==> config.mk <==
export PLATFORM = sky130hd
export DESIGN_NAME = mesh_pe
export DESIGN_NICKNAME = d
export VERILOG_FILES = /design/src/rtl/mesh_pe_pkg.sv /design/src/rtl/pe_fifo.sv /design/src/rtl/pe_alu.sv /design/src/rtl/mesh_pe.sv
export SDC_FILE = /design/constraint.sdc
export NUM_CORES = 1
export LEC_CHECK = 0
export BUFFER_PORTS_ARGS = -buffer_cell sky130_fd_sc_hd__clkbuf_2
export CORE_MARGIN = 3
export CORE_UTILIZATION = 46
export DETAILED_ROUTE_END_ITERATION = 10
export HOLD_SLACK_MARGIN = 0.06
export SLEW_MARGIN = 20
export SYNTH_ARGS = -nofsm -noshare
export SYNTH_HDL_FRONTEND = slang
export SYNTH_HIERARCHICAL = 1
export SYNTH_SLANG_ARGS = --single-unit
==> constraint.sdc <==
create_clock -name clk -period 11.69 [get_ports clk]
set_clock_uncertainty 0.15 [all_clocks]
set_input_delay 0.5845 -clock clk [delete_from_list [all_inputs] [get_ports clk]]
set_output_delay 0.5845 -clock clk [all_outputs]
set_load 0.005 [all_outputs]
==> src/rtl/mesh_pe_pkg.sv <==
package mesh_pe_pkg;
  typedef enum logic [1:0] {
    SRC_RIGHT = 2'd0,
    SRC_LOWER = 2'd1,
    SRC_BUF   = 2'd2
  } src_e;

  typedef enum logic [2:0] {
    OP_MAC  = 3'd0,
    OP_MAX  = 3'd1,
    OP_MIN  = 3'd2,
    OP_VADD = 3'd3,
    OP_ACC  = 3'd4
  } op_e;
endpackage

==> src/rtl/pe_fifo.sv <==
module pe_fifo #(
  parameter int W     = 16,
  parameter int DEPTH = 4
) (
  input  logic         clk,
  input  logic         rst,
  input  logic         push_i,
  input  logic [W-1:0] din_i,
  input  logic         pop_i,
  output logic [W-1:0] dout_o,
  output logic         full_o,
  output logic         empty_o
);
  localparam int AW = (DEPTH > 1) ? $clog2(DEPTH) : 1;
  localparam int CW = $clog2(DEPTH + 1);
  localparam logic [AW-1:0] LAST = AW'(DEPTH - 1);
  localparam logic [CW-1:0] FULLC = CW'(DEPTH);

  logic [W-1:0]  mem [DEPTH];
  logic [AW-1:0] wr_ptr, rd_ptr;
  logic [CW-1:0] count;
  logic          do_push, do_pop;

  assign full_o  = (count == FULLC);
  assign empty_o = (count == '0);
  assign do_push = push_i && !full_o;
  assign do_pop  = pop_i && !empty_o;

  always_ff @(posedge clk) begin
    if (do_push) mem[wr_ptr] <= din_i;
  end

  always_ff @(posedge clk) begin
    if (rst) begin
      wr_ptr <= '0;
      rd_ptr <= '0;
      count  <= '0;
      dout_o <= '0;
    end else begin
      if (do_push) wr_ptr <= (wr_ptr == LAST) ? '0 : wr_ptr + 1'b1;
      if (do_pop) begin
        dout_o <= mem[rd_ptr];
        rd_ptr <= (rd_ptr == LAST) ? '0 : rd_ptr + 1'b1;
      end
      if (do_push && !do_pop)      count <= count + 1'b1;
      else if (do_pop && !do_push) count <= count - 1'b1;
    end
  end
endmodule

==> src/rtl/pe_alu.sv <==
module pe_alu
  import mesh_pe_pkg::*;
#(
  parameter int W    = 16,
  parameter int FRAC = 10
) (
  input  logic [2:0]   op_i,
  input  logic [W-1:0] x_i,
  input  logic [W-1:0] k_i,
  input  logic [W-1:0] base_i,
  output logic [W-1:0] res_o
);
  localparam int XW = 2 * W + 1;

  logic signed [W-1:0]   xs, ks, bs;
  logic signed [2*W-1:0] prod, prod_sh;
  logic [XW-1:0]         sum;
  logic                  use_sum;
  logic [W:0]            hi;

  function automatic logic [XW-1:0] ext(input logic [W-1:0] v);
    return {{(W+1){v[W-1]}}, v};
  endfunction

  assign xs      = x_i;
  assign ks      = k_i;
  assign bs      = base_i;
  assign prod    = xs * ks;
  assign prod_sh = prod >>> FRAC;
  assign hi      = sum[XW-1:W-1];

  always_comb begin
    sum     = '0;
    use_sum = 1'b1;
    res_o   = x_i;
    case (op_e'(op_i))
      OP_MAC:  sum = {prod_sh[2*W-1], prod_sh} + ext(base_i);
      OP_VADD: sum = ext(x_i) + ext(k_i);
      OP_ACC:  sum = ext(x_i) + ext(base_i);
      OP_MAX: begin use_sum = 1'b0; res_o = (xs > bs) ? x_i : base_i; end
      OP_MIN: begin use_sum = 1'b0; res_o = (xs < bs) ? x_i : base_i; end
      default: use_sum = 1'b0;
    endcase
    if (use_sum) begin
      if ((&hi) || !(|hi)) res_o = sum[W-1:0];
      else if (sum[XW-1])  res_o = {1'b1, {(W-1){1'b0}}};
      else                 res_o = {1'b0, {(W-1){1'b1}}};
    end
  end
endmodule

==> src/rtl/mesh_pe.sv <==
module mesh_pe
  import mesh_pe_pkg::*;
#(
  parameter int W          = 16,
  parameter int FRAC       = 10,
  parameter int FIFO_DEPTH = 4
) (
  input  logic         clk,
  input  logic         rst,
  input  logic         valid_i,
  input  logic [1:0]   src_sel_i,
  input  logic [W-1:0] right_i,
  input  logic [W-1:0] lower_i,
  input  logic [W-1:0] buf_i,
  input  logic [W-1:0] kernel_i,
  input  logic [2:0]   op_i,
  input  logic         clr_i,
  input  logic         clr_mode_i,
  input  logic         wb_i,
  input  logic         out_sel_i,
  input  logic         hpush_i,
  input  logic         vpush_i,
  input  logic         hpop_i,
  input  logic         vpop_i,
  output logic [W-1:0] hfifo_o,
  output logic [W-1:0] vfifo_o,
  output logic         hfull_o,
  output logic         hempty_o,
  output logic         vfull_o,
  output logic         vempty_o,
  output logic [W-1:0] pe_o
);
  localparam logic [W-1:0] MOST_NEG = {1'b1, {(W-1){1'b0}}};

  logic [W-1:0] sel_data;
  logic [W-1:0] in_q, kern_q, out_q, res_q, base, clr_val, alu_res;
  logic [2:0]   op_q;
  logic         v_q, clr_q, clr_mode_q, wb_q;

  always_comb begin
    case (src_e'(src_sel_i))
      SRC_RIGHT: sel_data = right_i;
      SRC_LOWER: sel_data = lower_i;
      default:   sel_data = buf_i;
    endcase
  end

  pe_fifo #(.W(W), .DEPTH(FIFO_DEPTH)) u_hfifo (
    .clk(clk), .rst(rst), .push_i(hpush_i), .din_i(sel_data), .pop_i(hpop_i),
    .dout_o(hfifo_o), .full_o(hfull_o), .empty_o(hempty_o)
  );

  pe_fifo #(.W(W), .DEPTH(FIFO_DEPTH)) u_vfifo (
    .clk(clk), .rst(rst), .push_i(vpush_i), .din_i(sel_data), .pop_i(vpop_i),
    .dout_o(vfifo_o), .full_o(vfull_o), .empty_o(vempty_o)
  );

  // Stage 1: input register and captured controls
  always_ff @(posedge clk) begin
    if (rst) begin
      in_q <= '0; kern_q <= '0; op_q <= '0;
      v_q <= 1'b0; clr_q <= 1'b0; clr_mode_q <= 1'b0; wb_q <= 1'b0;
    end else begin
      in_q       <= sel_data;
      kern_q     <= kernel_i;
      op_q       <= op_i;
      v_q        <= valid_i;
      clr_q      <= clr_i;
      clr_mode_q <= clr_mode_i;
      wb_q       <= wb_i;
    end
  end

  assign clr_val = clr_mode_q ? MOST_NEG : '0;
  assign base    = clr_q ? clr_val : out_q;

  pe_alu #(.W(W), .FRAC(FRAC)) u_alu (
    .op_i(op_q), .x_i(in_q), .k_i(kern_q), .base_i(base), .res_o(alu_res)
  );

  // Stage 2: result and output register
  always_ff @(posedge clk) begin
    if (rst) begin
      res_q <= '0;
      out_q <= '0;
    end else begin
      if (v_q) res_q <= alu_res;
      if (v_q && wb_q)  out_q <= alu_res;
      else if (clr_q)   out_q <= clr_val;
    end
  end

  assign pe_o = out_sel_i ? res_q : out_q;
endmodule

# [Word level (Yosys, flattened, before mapping)]
# Memory sizes are Yosys's and may differ from the RTL's. A register that Yosys moved wholly into a read port is not among the register bits.
# Cells that the tools add are included.
# Widths: inputs -> output; s select.
[word_totals] n_memories=2 output_inout_bits=52 mem_bits_rw=128 regBits=85 in_bits=80 elab_cells=95
[mem_list] memory="u_hfifo.mem" words=4 width=16 rd=1 rd_clocked_by_memory_dff=1 write_ports=1 line_no="pe_fifo.sv:19" source="logic [W-1:0] mem [DEPTH];"
[mem_list] memory="u_vfifo.mem" words=4 width=16 rd=1 rd_clocked_by_memory_dff=1 write_ports=1 line_no="pe_fifo.sv:19"
[classes] muxes=25 n_lt_le_gt_ge=2 mul=1 n_eq_ne=11 n_reduce_logical=28 addsub=11
[op_table] cell="$mux 16" n=9
[op_table] cell="$pmux 33 s3" n=1
[op_table] cell="$pmux 16 s2" n=2
[op_table] cell="$add 16x16->17" n=2
[op_table] cell="$mul 16x16->32" n=1
[op_table] cell="$add 22x16->23" n=1
[op_table] cell="$reduce_and 17->1" n=1
[op_table] cell="$reduce_or 17->1" n=1
[op_table] cell="$gt 16x16->1" n=1
[op_table] cell="$lt 16x16->1" n=1
[op_table] cell="$mux 3" n=4
[op_table] cell="$eq 3x3->1 const B" n=3
[op_table] cell="$logic_and 1x1->1" n=9
[op_table] cell="$logic_not 1->1" n=9
[op_table] cell="$logic_not 3->1" n=3
[op_table] cell="$add 2x1->2 const B" n=4
[op_table] cell="$eq 2x2->1 const B" n=4
[op_table] cell="$mux 2" n=4
[op_table] cell="$add 3x1->3 const B" n=2
[op_table] cell="$eq 3x2->1 const B" n=2
[op_table] cell="$sub 3x1->3 const B" n=2
[op_table] cell="$mux 1" n=5
[op_table] cell="$reduce_bool 2->1" n=2
[op_table] cell="$eq 3x1->1 const B" n=1
[op_table] cell="4 further kinds" n=4

# [Longest topological paths before layout]
[logic_depth] depth_word=10 depth_mapped=39 depth_no_buf=36

# [Modules after synthesis]
# The synthesis kept the hierarchy.
[modules_own_cells] module="pe_alu" cells_each=1626 area_each_um2=13583.0 instances=1 seq_area_each_um2=0.0
[modules_own_cells] module="pe_fifo" cells_each=167 area_each_um2=3271.9 instances=2 seq_area_each_um2=2382.3
[modules_own_cells] module="mesh_pe" cells_each=310 area_each_um2=2899.0 instances=1 seq_area_each_um2=1421.4

# [Worst setup path after synthesis]
# Ideal clock, no wire load.
[synth_timing] path_kind="reg-to-reg" start="reg in_q[7]" end="reg res_q[11]" arrival_time_ns=8.417 synth_period_minus_slack_ns=8.695 setup_slack_ns=2.995 t_required_ns=11.412 n_path_buf=3 setup_ns=0.128 path_stages_with_launch=36 cell_sequence="dfxtp_1 > clkbuf_1 > clkbuf_1 > and2_1 > fa_1 > inv_1 > fa_1 > fa_1 > inv_1 > fa_1 > fa_1 > inv_1 > fa_1 > inv_1 > ha_1 > a21o_1 > a21oi_1 > nor3b_1 > o211ai_1 > a21oi_1 > nor2_1 > o41a_1 > a211o_1 > xor2_1 > ha_1 > and3_1 > and3_1 > and4_1 > o21ai_1 > nand3_4 > o41ai_4 > buf_6 > o211ai_2 > and3_1 > mux2i_1 > nor2_1"
[synth_via] elab_chain_len=8 elab_cells_between_ends=17 classes_between="add/sub: 3; mul: 1; order compare: 2; mux: 7; reduce/logical: 4"
[synth_lines] item="from (decl)" line_no="mesh_pe.sv:36" source="logic [W-1:0] in_q, kern_q, out_q, res_q, base, clr_val, alu_res;"
[synth_lines] item="from (signal assigned)" line_no="mesh_pe.sv:64" source="in_q <= sel_data;"
[synth_lines] item="$mul 16x16->32" line_no="pe_alu.sv:28" source="assign prod = xs * ks;"
[synth_lines] item="$add 22x16->23" line_no="pe_alu.sv:37" source="OP_MAC: sum = {prod_sh[2*W-1], prod_sh} + ext(base_i);"
[synth_lines] item="$pmux 33 s3" line_no="pe_alu.sv:36" source="case (op_e'(op_i))"
[synth_lines] item="$reduce_or 17->1" line_no="pe_alu.sv:45" source="if ((&hi) || !(|hi)) res_o = sum[W-1:0];"
[synth_lines] item="$logic_not 1->1" line_no="pe_alu.sv:45"
[synth_lines] item="$logic_or 1x1->1" line_no="pe_alu.sv:45"
[synth_lines] item="$mux 16" line_no="pe_alu.sv:45"
[synth_lines] item="$mux 16 *" line_no="pe_alu.sv:44" source="if (use_sum) begin"
[synth_lines] item="via alu_res[11]" line_no="mesh_pe.sv:36"
[synth_lines] item="to (signal assigned)" line_no="mesh_pe.sv:87" source="if (v_q) res_q <= alu_res;"
[synth_lines] item="to (decl)" line_no="mesh_pe.sv:36"
# The timed path passes the listed nets; every way through them passes the cells marked *.
# A chain may end at the register's enable or synchronous reset.

# [Worst setup path in the final report]
[layout_timing] start="reg in_q[7]" end="reg res_q[8]"
# Same word-level chain as after synthesis.

==> flow_summary.toml <==
[route]
dr.pass1.iters = 5
wirelength_um = 61800
ant_nets = 0
routedWlPerCell_um = 20.3
route.detailed.drc = 0
drt_iter0_drc = 1082
routed_via_density = 5.48
via_count = 16700

[floorplanning]
rows = 81
start_util = 0.468
dieWidth_um = 230
chipHeight_um = 230
core_um2 = 49200
die-area_um2 = 52800
io_pins = 132

[sta]
finalSetupViolCount = 0
slew_headroom = 0.275
rsz0062_at_grt = "false"
fmax_ghz = 0.0969
drv_slew = 0
fin_crit_sh = 0.882
fin_tns_setup_ps = 0
max_slew.worst_pin.slew_ps = 1090
finalCriticalPeriod_ps = 10310
hold_viol_final = 0
setup_ws_ps = 1380

[yosys]
synth_top_area_share = 0.231
ys_async_sr_fraction = 0
synth.largest_area_cell = "fa_1"
syn-num-nets = 2779
syn_area_um2 = 23000
avgSynthCellArea_um2 = 10.1
synth_area_leaders = "fa_1 (23%), edfxtp_1 (17%), dfxtp_1 (10%)"
ys_ff_latch = 245
syn_inst = 2270
synth_cell_types = 83
ys_warn_count = 6
synth_edf_count = 128
synthFlopType = "edfxtp_1"
yosysSeqAreaShare = 0.269

[setup_path]
crit_required_ps = 11950
cp_common_cell = "fa_1"
critPathBufInv = 4
worst_setup_path_end_kind = "flop"
cpPeakStageDelay_ps = 1030
arrival_ps = 10570
crit_path_start_kind = "flop"
path_class = "flop to flop"
critPathMaxFanout = 21
crit_family = "adder cells"
worst_path_max_delay_cell = "dfxtp_1"

[global_routing]
first_global_vias = 17800
grt_max_degree = 90
grt_usage = 0.237
overflow = 0
grt_first_pass_wirelength_um = 99200
antenna_found_initial = 1

[pwr]
p_leak_nw = 11.3
p_per_area_nw_per_um2 = 192
power_mw = 4.84
ir_drop_mv = 0.122

[clocking]
clk_pin_slew_ps = 60
cts-htree-levels = 1
cts_setup_buffers = 0
clk_path_buf_depth = 3
clk_latency_ps = 590
clockRootBuffer = "clkbuf_16"
cts_tree = "done"
cts_buffers = 28
ctsResizeCount = 0
cts_sinks = 245

[final_layout]
antenna_cells = 0
mostFrequentLayoutCells = "inv_1 (331), fa_1 (266), nand2_1 (200), ha_1 (163), clkbuf_2 (130)"
fin_nets = 2871
regArea_um2 = 6190
syn2layout_area_growth_pct = 9.23
drive_above_1_share = 0.118
num-fill-cells = 4379
final_common_cell = "inv_1"
multi_input_area_um2 = 15000
final_util = 0.512
fin_cells = 3048

[place]
dp.cells = 2985
place_ws_ps = 1390
dp_hpwl_um = 46900
finalWeightedCongestion = 0.895
io_buffers = 131

[hold_path]
hold_class = "input pin to flop"

[outcome]
status = "finished, final reports clean"

[flow_run]
drv_cap = 0
per-layer routing:
| metal | wire [um] | part of all wire | global-route usage | up-vias |
|---|---|---|---|---|
| met5 | 13 | 0.00021 | 0 | - |
| met4 | 1220 | 0.020 | 0.0493 | 2 |
| met3 | 3850 | 0.062 | 0.0326 | 86 |
| met2 | 28100 | 0.46 | 0.379 | 540 |
| met1 | 28500 | 0.46 | 0.347 | 8367 |
| li1 | - | - | - | 7713 |
where the power goes:
part / internal, mW / switching (mW)
Combinational: 1.19 / 1.63
Sequential: 1.04 / 0.105
Clock: 0.491 / 0.382
Total: 2.72 / 2.12
flip-flops by register name, summed over array words and instances (netlist names), 2 cells and up:
name,flops
u_hfifo/count,3
u_vfifo/dout_o,16
kern_q,16
u_hfifo/wr_ptr,2
res_q,16
u_hfifo/rd_ptr,2
u_vfifo/mem,64
op_q,3
u_vfifo/count,3
out_q,16
u_hfifo/mem,64
in_q,16
u_hfifo/dout_o,16
u_vfifo/rd_ptr,2
u_vfifo/wr_ptr,2
path summary, 6_finish.rpt:
kind	startpoint	endpoint	slack, ps	depth (start not counted)
setup reg to reg	in_q[7]	res_q[8]	1380	34
hold reg to reg	u_vfifo/dout_o[3]	u_vfifo/dout_o[3]	330	1
hold / removal	kernel_i[3]	kern_q[3]	80	2
setup / recovery	in_q[7]	res_q[8]	1380	34
through the flow:
stage	instance area, um2	hold slack [ps]
after floorplan	23000	304
after detailed placement	24100	315
after CTS	25100	61.0
after global placement	24100	308
final	25200	83.7
after global routing	25200	81.8
what timing repair did:
action / CTS / global route
setup endpoints to repair: 0 / 0
hold endpoints to repair: 11 / 0
hold buffers: 11 / 0
cells in the mapped netlist (37+ instances only):
cell type,count
ha_1,163
nor2b_1,72
nor3_1,39
nand2_1,200
nor2_1,100
a21oi_1,94
inv_1,331
clkbuf_1,68
xnor2_1,40
edfxtp_1,128
and2_1,125
nand3_1,37
fa_1,266
dfxtp_1,117
area by class of cell:
class | instances | share of cell area
multi-input combinational | 1591 | 0.598
sequential | 245 | 0.246
inverter | 332 | 0.0495
timing repair buffer | 164 | 0.0371
tap | 664 | 0.0330
clock buffer | 29 | 0.0280
clock inverter | 23 | 0.00851
cell families (layout without fill, tap and decap cells):
kind of cell,Yosys count,count (layout),synth area share
simple gates,690,690,0.155
buf+inv,434,548,0.0785
flops,245,245,0.269
compound gates,320,320,0.0969
fa+ha+maj,429,429,0.320
xor+xnor,73,73,0.0278
mux,79,79,0.0531
Power figures use the tool's default switching activity.
